### src/rtl/vfa_pkg.sv
package vfa_pkg;

  typedef enum logic [1:0] {
    ESZ_BYTE  = 2'd0,
    ESZ_HALF  = 2'd1,
    ESZ_WORD  = 2'd2,
    ESZ_ALIAS = 2'd3
  } esz_t;

  localparam int unsigned SIZE_VARIANTS = 3;

  // Map the element-size code onto a comparator-array variant.
  function automatic logic [1:0] size_lane(input logic [1:0] code);
    return (code == ESZ_ALIAS) ? ESZ_WORD : code;
  endfunction

  function automatic int unsigned min_pos(input int unsigned x, input int unsigned y);
    return (x < y) ? x : y;
  endfunction

  // Condition code from the first-hit and terminator positions.
  function automatic logic [1:0] cc_of(input int unsigned hit_pos,
                                       input int unsigned zero_pos,
                                       input int unsigned none_pos);
    if (hit_pos == none_pos && zero_pos == none_pos) return 2'd3;
    if (zero_pos == none_pos)                        return 2'd1;
    if (hit_pos < zero_pos)                          return 2'd2;
    return 2'd0;
  endfunction

endpackage

### src/rtl/vfa_elem_match.sv
// One comparator array for a fixed element width.
module vfa_elem_match #(
  parameter  int VEC_BYTES = 16,
  parameter  int EBYTES    = 1,
  localparam int VW        = 8 * VEC_BYTES
) (
  input  logic [VW-1:0]        vec_a,
  input  logic [VW-1:0]        vec_b,
  output logic [VEC_BYTES-1:0] hit_bytes,
  output logic [VEC_BYTES-1:0] zero_bytes
);

  localparam int NE = VEC_BYTES / EBYTES;
  localparam int EW = 8 * EBYTES;

  logic [NE-1:0] hit_e;
  logic [NE-1:0] zero_e;

  for (genvar i = 0; i < NE; i++) begin : g_a
    logic [EW-1:0] ea;
    logic [NE-1:0] eq;
    assign ea = vec_a[VW-1-i*EW -: EW];
    for (genvar j = 0; j < NE; j++) begin : g_b
      assign eq[j] = (ea == vec_b[VW-1-j*EW -: EW]);
    end
    assign hit_e[i]  = |eq;
    assign zero_e[i] = ~|ea;
  end

  // Byte k carries the flag of the element that contains it.
  for (genvar k = 0; k < VEC_BYTES; k++) begin : g_spread
    assign hit_bytes[k]  = hit_e[k / EBYTES];
    assign zero_bytes[k] = zero_e[k / EBYTES];
  end

endmodule

### src/rtl/vfa_first_index.sv
// Position of the lowest-numbered set flag, or N when none is set.
module vfa_first_index #(
  parameter int N  = 16,
  parameter int IW = 5
) (
  input  logic [N-1:0]  flags,
  output logic [IW-1:0] idx
);

  always_comb begin
    idx = IW'(N);
    for (int k = N - 1; k >= 0; k--) begin
      if (flags[k]) idx = IW'(k);
    end
  end

endmodule

### src/rtl/vfa_result_pack.sv
// Builds the mask or index result and the condition code.
module vfa_result_pack
  import vfa_pkg::*;
#(
  parameter  int VEC_BYTES = 16,
  parameter  int IW        = 5,
  localparam int VW        = 8 * VEC_BYTES,
  localparam int HW        = VW / 2
) (
  input  logic                 mask_mode,
  input  logic [VEC_BYTES-1:0] hit_bytes,
  input  logic [IW-1:0]        hit_idx,
  input  logic [IW-1:0]        zero_idx,
  output logic [VW-1:0]        result_d,
  output logic [1:0]           cc_d
);

  logic [VW-1:0] mask_vec;
  logic [IW-1:0] first_pos;

  for (genvar k = 0; k < VEC_BYTES; k++) begin : g_mask
    assign mask_vec[VW-1-8*k -: 8] = {8{hit_bytes[k]}};
  end

  assign first_pos = IW'(min_pos(int'(hit_idx), int'(zero_idx)));
  assign result_d  = mask_mode ? mask_vec
                               : {{(HW-IW){1'b0}}, first_pos, {HW{1'b0}}};
  assign cc_d      = cc_of(int'(hit_idx), int'(zero_idx), VEC_BYTES);

endmodule

### src/rtl/vfind_any_unit.sv
module vfind_any_unit
  import vfa_pkg::*;
#(
  parameter  int VEC_BYTES = 16,
  localparam int VW        = 8 * VEC_BYTES,
  localparam int IW        = $clog2(VEC_BYTES + 1)
) (
  input  logic          clk,
  input  logic          rst,
  input  logic          in_valid,
  input  logic [VW-1:0] opa,
  input  logic [VW-1:0] opb,
  input  logic [1:0]    elem_size,
  input  logic          opt_invert,
  input  logic          opt_mask,
  input  logic          opt_zero,
  output logic          out_valid,
  output logic [VW-1:0] result,
  output logic [1:0]    cc
);

  logic [VEC_BYTES-1:0] hit_v  [SIZE_VARIANTS];
  logic [VEC_BYTES-1:0] zero_v [SIZE_VARIANTS];

  for (genvar s = 0; s < SIZE_VARIANTS; s++) begin : g_size
    vfa_elem_match #(
      .VEC_BYTES(VEC_BYTES),
      .EBYTES   (1 << s)
    ) u_match (
      .vec_a     (opa),
      .vec_b     (opb),
      .hit_bytes (hit_v[s]),
      .zero_bytes(zero_v[s])
    );
  end

  // Named internal events, observed by the checker.
  logic [1:0]           lane;
  logic [VEC_BYTES-1:0] hit_raw;
  logic [VEC_BYTES-1:0] hit_final;
  logic [VEC_BYTES-1:0] zero_flags;
  logic [IW-1:0]        hit_idx;
  logic [IW-1:0]        zero_idx;
  logic [VW-1:0]        result_d;
  logic [1:0]           cc_d;

  assign lane       = size_lane(elem_size);
  assign hit_raw    = hit_v[lane];
  assign hit_final  = opt_invert ? ~hit_raw : hit_raw;
  assign zero_flags = opt_zero ? zero_v[lane] : '0;

  vfa_first_index #(.N(VEC_BYTES), .IW(IW)) u_hit_pos (
    .flags(hit_final),
    .idx  (hit_idx)
  );

  vfa_first_index #(.N(VEC_BYTES), .IW(IW)) u_zero_pos (
    .flags(zero_flags),
    .idx  (zero_idx)
  );

  vfa_result_pack #(.VEC_BYTES(VEC_BYTES), .IW(IW)) u_pack (
    .mask_mode(opt_mask),
    .hit_bytes(hit_final),
    .hit_idx  (hit_idx),
    .zero_idx (zero_idx),
    .result_d (result_d),
    .cc_d     (cc_d)
  );

  always_ff @(posedge clk) begin
    if (rst) begin
      out_valid <= 1'b0;
      result    <= '0;
      cc        <= 2'd0;
    end else begin
      out_valid <= in_valid;
      if (in_valid) begin
        result <= result_d;
        cc     <= cc_d;
      end
    end
  end

endmodule

### config.mk
export PLATFORM = sky130hd
export DESIGN_NAME = vfind_any_unit
export DESIGN_NICKNAME = d
export VERILOG_FILES = /design/src/rtl/vfa_pkg.sv /design/src/rtl/vfa_elem_match.sv /design/src/rtl/vfa_first_index.sv /design/src/rtl/vfa_result_pack.sv /design/src/rtl/vfind_any_unit.sv
export SDC_FILE = /design/constraint.sdc
export NUM_CORES = 2
export LEC_CHECK = 0
export BUFFER_PORTS_ARGS = -buffer_cell sky130_fd_sc_hd__buf_2
export CORE_MARGIN = 4
export CORE_UTILIZATION = 53
export DETAILED_ROUTE_END_ITERATION = 12
export PLACE_DENSITY = 0.74
export SLEW_MARGIN = 5
export SYNTH_ARGS = -nofsm -noshare
export SYNTH_HDL_FRONTEND = slang
export SYNTH_SLANG_ARGS = --single-unit
### constraint.sdc
create_clock -name clk -period 5.4 [get_ports clk]
set_clock_uncertainty 0.1 [all_clocks]
set_input_delay 0.27 -clock clk [delete_from_list [all_inputs] [get_ports clk]]
set_output_delay 0.27 -clock clk [all_outputs]
set_load 0.005 [all_outputs]
**Word-level counts from Yosys, hierarchy flattened**

Cells that the tools add are included.

- Word-level logic and storage cells: 486
- Bits of input ports: 264
- Output and inout port bits: 131
- Flip-flop bits (word level): 131

- Bitwise logic cells: 2
- Magnitude comparators: 2
- Muxes and demuxes: 55
- Equality and inequality tests: 339
- Reduce and logical (&&, ||, !) cells: 85

Operator list:

| cell | number |
|---|---|
| 8-bit equality test | 256 |
| 16-bit equality test | 64 |
| 32-bit equality test | 16 |
| 16-bit OR reduction | 24 |
| 8-bit OR reduction | 24 |
| 5-bit two-way mux | 33 |
| 128-bit two-way mux | 1 |
| 32-bit OR reduction | 4 |
| 16-bit two-way mux | 6 |
| 16-bit binary-select mux with 2-bit select | 2 |
| 1-bit logical NOT | 28 |
| 16-bit inverter | 1 |
| 4-bit OR reduction | 4 |
| 2-bit two-way mux | 7 |
| 5-bit equality test (second input constant) | 2 |
| 1-bit two-way mux | 6 |
| 5-bit less-than comparator | 1 |
| 3-bit >= comparator (second input constant) | 1 |
| 2-bit inverter with 3-bit output | 1 |
| 2-bit equality test (second input constant) | 1 |
| 1-bit logical AND | 1 |

**Logic depth before layout (Yosys ltp)**

- Depth in word-level cells: 33
- Gate-level depth with buffers: 22
- Gate-level depth less buffers: 20

**Modules after synthesis**

From an unflattened synthesis, not the netlist that was laid out.

- Cells, all modules: 6,887
- Area total of the unflattened synthesis: 56,138.8 µm²

Modules (own cells, without submodules):

| module | instances | cells an instance | area an instance (µm²) | sequential area each (µm²) |
|---|---|---|---|---|
| vfa_elem_match at g_size[0].u_match | 1 | 3,408 | 27,820.4 | 0.0 |
| vfa_elem_match at g_size[1].u_match | 1 | 1,680 | 13,651.8 | 0.0 |
| vfa_elem_match at g_size[2].u_match | 1 | 1,008 | 7,543.5 | 0.0 |
| vfind_any_unit | 1 | 564 | 5,592.9 | 2,622.5 |
| vfa_result_pack | 1 | 163 | 1,152.4 | 0.0 |
| vfa_first_index | 2 | 32 | 188.9 | 0.0 |

**Least setup slack after synthesis**

Ideal clock, no wire load.

- Kind: input port to flip-flop
- From: input opa[95]
- To: register result[65]
- Setup slack: 971 ps
- Stages: 18
- Arrival: 4,202 ps
- Path buffers: 2
- Library setup time: 127 ps
- Data required time: 5,173 ps
- Cells stage by stage: buf_4 > buf_4 > xor2_1 > nor4_1 > a2111oi_0 > o2111ai_1 > or4_1 > o311ai_1 > and2_1 > nand2_1 > nor4b_1 > ha_1 > a21o_1 > a211o_1 > o21a_1 > o31ai_4 > nor3_1 > or3_1

- Cells in the longest elaborated chain, start to end: 18
- Elaborated cells on any way between the ends: 65
- Classes of those cells: order compare: 1; eq/ne: 28; mux: 26; bitwise: 1; reduce/logical: 9

Ends and longest elaborated chain:

| what | RTL line | source |
|---|---|---|
| start, declared | vfind_any_unit.sv:11 | `input logic [VW-1:0] opa,` |
| 32-bit equality test | vfa_elem_match.sv:24 | `assign eq[j] = (ea == vec_b[VW-1-j*EW -: EW]);` |
| 4-bit OR reduction | vfa_elem_match.sv:26 | `assign hit_e[i] = \|eq;` |
| 16-bit binary-select mux with 2-bit select | vfind_any_unit.sv:48 | `assign hit_raw = hit_v[lane];` |
| 16-bit two-way mux (implied by the code) (2 in a row) | vfind_any_unit.sv:48 |  |
| 16-bit inverter | vfind_any_unit.sv:49 | `assign hit_final = opt_invert ? ~hit_raw : hit_raw;` |
| 16-bit two-way mux | vfind_any_unit.sv:49 |  |
| 5-bit two-way mux (8 in a row) | vfa_first_index.sv:13 | `if (flags[k]) idx = IW'(k);` |
| 5-bit less-than comparator | vfa_pkg.sv:18 | `return (x < y) ? x : y;` |
| 5-bit two-way mux | vfa_pkg.sv:18 |  |
| 128-bit two-way mux (*) | vfa_result_pack.sv:26 | `assign result_d = mask_mode ? mask_vec` |
| end signal, assigned | vfind_any_unit.sv:79 | `result <= result_d;` |
| end, declared | vfind_any_unit.sv:18 | `output logic [VW-1:0] result,` |

Every way passes the cells marked *; elsewhere a longest branch is shown, timed or not. The select of a mux whose other input is x is not followed.
A chain may end at the register's enable or synchronous reset.

**Final worst setup path**

- From: input opb[79]
- To: register result[68]

- Cells in the longest elaborated chain, start to end: 26
- Elaborated cells on any way between the ends: 80
- Classes of those cells: order compare: 1; eq/ne: 28; mux: 22; bitwise: 1; reduce/logical: 28

Ends and longest elaborated chain:

| what | RTL line | source |
|---|---|---|
| start, declared | vfind_any_unit.sv:12 | `input logic [VW-1:0] opb,` |
| 32-bit equality test (tied with other cells) | vfa_elem_match.sv:24 |  |
| 4-bit OR reduction (tied with other cells) | vfa_elem_match.sv:26 |  |
| 16-bit binary-select mux with 2-bit select (*) | vfind_any_unit.sv:48 |  |
| 16-bit two-way mux (implied by the code) (*) (2 in a row) | vfind_any_unit.sv:48 |  |
| 16-bit inverter | vfind_any_unit.sv:49 |  |
| 16-bit two-way mux (*) | vfind_any_unit.sv:49 |  |
| 5-bit two-way mux (16 in a row) | vfa_first_index.sv:13 |  |
| 5-bit less-than comparator | vfa_pkg.sv:18 |  |
| 5-bit two-way mux | vfa_pkg.sv:18 |  |
| 128-bit two-way mux (*) | vfa_result_pack.sv:26 |  |

Marked as above.

==> run_results.csv <==
group,metric,value,unit
global_route,grt_pass1_wl,241000,um
setup_path,reg2reg_setup_slack,4280,ps
global_route,antenna_found_initial,8,
clocking,postCtsHoldBufs,0,
clocking,cts.sinks,24,
synthesis,synth-seq-cells,24,
synthesis,synth_nets,4181,
status,status,"completed",
synthesis,yosysWarnings,0,
sta,fin_crit,5360,ps
floorplanning,dieArea,60600,um2
drt,drt_iter0_markers,6268,
clocking,clock_latency,260,ps
hold_path,min_path_type,"input port to flip-flop",
run,drv_cap,0,
sta,max_slew.worst_pin.slew,1160,ps
power,leakage,0.0127,uW
sta,hold_viol_final,0,
setup_path,cpMostUsedCell,"buf_4",
final_layout,drive_gt1_frac,0.218,
setup_path,r2r_start,"result[65]",
setup_path,rr_worst_depth,3,
place,gp_congestion,1.17,
floorplanning,rows,87,
clocking,clk_pin_slew,60,ps
synthesis,synth_edf_count,0,
place,hpwl,133000,um
power,finalPower,3840,uW
synthesis,ys.flop_type,"dfxtp_1",
synthesis,ys_seq_area_frac,0.0160,
power,ir_worst_vdd,188,uV
setup_path,crit_fanout,9,
floorplanning,core,56300,um2
floorplanning,boundaryPins,395,
final_layout,final_core_util,0.592,
final_layout,area_growth,10.9,%
clocking,cts_buffers,3,
setup_path,critical_path.endpoint,"result[68]",
floorplanning,initial_utilization,0.534,
drt,drtPass1Iterations,9,
clocking,clock_path_buffers,2,
setup_path,r2r_end,"result[65]",
hold_path,hold_depth,2,
global_route,grt_overflow,0,
synthesis,syn_inst,3913,
global_route,grt_usage,0.556,
drt,drt-total-wl,179000,um
setup_path,slowest_delay,470,ps
synthesis,yosysUniqueCellTypes,73,
setup_path,arrival,5390,ps
clocking,cts_max_level,1,
drt,drc_errors,0,
sta,slew_viol_final,0,
synthesis,synth.avg_cell_area,7.68,um2
clocking,cts_tree,"done",
setup_path,worstPathRequired,5430,ps
floorplanning,die_h,246,um
floorplanning,dieWidth,246,um
global_route,grt_max_degree,26,
setup_path,cp_slowest_cell,"a2111oi_0",
global_route,first_global_vias,31240,
sta,finalSetupViolations,0,
final_layout,nets,4436,
drt,ant_nets,0,
synthesis,async_reset_ff_frac,0,
setup_path,endpoint_kind,"flip-flop",
drt,post_drt_via_cell_ratio,6.90,
place,numPortBuffers,394,
sta,clock.fmax,187,MHz
sta,rsz0062_at_grt,"no",
sta,slew_headroom,0.222,
synthesis,netlist_area,30100,um2
setup_path,worstSetupStartpointType,"input port",
sta,post-route-period-util,0.992,
clocking,clockRootBuffer,"clkbuf_16",
drt,wl_per_cell,36.3,um
power,powerDensity,115,nW/um2
setup_path,critPathKind,"input port to flip-flop",
setup_path,cp-startpoint,"opb[79]",
drt,vias,33983,
setup_path,path_cells,"buf_2 -> buf_4 -> buf_4 -> xnor2_1 -> nand4_1 -> nor2_1 -> a2111oi_0 -> nand4b_1 -> o211a_2 -> a21o_1 -> and2_1 -> buf_4 -> a311oi_1 -> ha_1 -> a21o_1 -> a21o_1 -> a211o_1 -> o31ai_4 -> buf_4 -> mux2i_1 -> o22ai_1",
-- cells by family after synthesis --
| family | synth area share |
|---|---|
| compound gates | 0.0490 |
| buf+inv | 0.153 |
| mux | 0.000999 |
| simple gates | 0.177 |
| fa+ha+maj | 0.00333 |
| xor+xnor | 0.601 |
| flops | 0.0160 |
-- where the power goes --
group / leakage [uW] / total [uW] / switching (uW) / internal (uW)
registers: 0.000196 / 202 / 14.6 / 188
logic: 0.0125 / 3480 / 2140 / 1350
clock network: 0.0000370 / 157 / 58.7 / 97.9
-- flip-flops by register name, indices dropped and copies added (netlist names) --
register / cells
result: 21
out_valid: 1
cc: 2
-- cells in the final DEF (no fill, tap or decap), types with 5 or more instances in the layout --
cell type and count:
xnor2_1 990, nor4_2 5, buf_2 392, and2_1 6, a21o_1 5, dfxtp_1 24
o22ai_1 11, nor4b_1 5, buf_12 88, o211ai_1 5, buf_4 403, nand3_1 12
nor4_1 324, xor2_1 1072, nand4_1 279, a21oi_1 67, a2111oi_0 10, nor2_1 136
o2111ai_1 13, nand2_1 144, nor3_1 10, o21ai_0 34, or4_1 10, a22oi_1 10
diode_2 6, maj3_1 5, or3_1 5, inv_1 9
-- critical path, delay by kind of cell --
kind / cells / cell delay (ps)
compound gates: 9 / 2580
buf+inv: 5 / 1300
simple gates: 4 / 630
fa+ha+maj: 1 / 320
mux: 1 / 170
xor+xnor: 1 / 90
-- Yosys cell counts, drive strengths merged, types with 4 or more instances --
cell type  instances  share of area
dfxtp             24          0.016
ha                 4         0.0017
clkbuf            22         0.0027
nor4b              5         0.0015
nor4             329          0.069
a2111oi           17         0.0062
xor2            1072           0.31
o221ai             4         0.0012
a21o               5         0.0012
o21ai             36         0.0060
a211oi             4         0.0010
or4               10         0.0025
nand4            280          0.058
xnor2            990           0.29
nand2            144          0.018
a22oi             10         0.0025
maj3               5         0.0017
o22ai             11         0.0023
nor2             136          0.017
buf              613           0.15
o211ai             5         0.0012
inv                9         0.0011
or3                5         0.0010
nand3             12         0.0020
and2               6         0.0012
o21a               4         0.0010
o2111ai           13         0.0038
o31ai              4         0.0015
a21oi             67          0.011
or2                4        0.00083
nor3              11         0.0020
-- stage by stage --
stage / instance area [um2] / std cells / hold WS [ps] / setup TNS, ps / setup WS (ps)
5_1_grt: 33300 / 4923 / 213 / 0 / 3.61
3_5_place_dp: 33200 / 4919 / 383 / -203 / -63.2
3_3_place_gp: 33200 / 4919 / 380 / -11.7 / -11.7
6_report: 33300 / 4928 / 203 / 0 / 42.4
2_1_floorplan: 30100 / 3913 / 242 / 0 / 971
4_1_cts: 33300 / 4922 / 199 / 0 / 204
-- repair_timing --
| item | CTS | global route |
|---|---|---|
| gates resized for setup | 0 | 9 |
| endpoints found under the hold margin | 0 | 0 |
| endpoints found under the setup margin | 0 | 5 |
| setup buffers | 0 | 0 |
-- layer usage --
metal,up-vias,global-route usage,share of wire
met5,-,0.0270,0.0014
met4,11,0.473,0.12
met3,1223,0.307,0.19
met2,3690,0.733,0.36
met1,15705,0.640,0.33
li1,13354,-,-
-- worst min-delay path by stage --
stage | startpoint | endpoint
2_1_floorplan | rst | cc[1]
3_3_place_gp | cc[0] | cc[0]
3_5_place_dp | cc[0] | cc[0]
4_1_cts | in_valid | cc[1]
5_1_grt | in_valid | cc[1]
6_report | in_valid | cc[1]
-- layout make-up --
class	count	area, um2
antenna	6	15.0
clock buffer	3	75.1
fill	5208	22900
inverter	10	37.5
multi-input combinational	3244	25000
sequential	24	480
tap	756	946
timing repair buffer	885	6760
(Power assumes the default switching activity.)
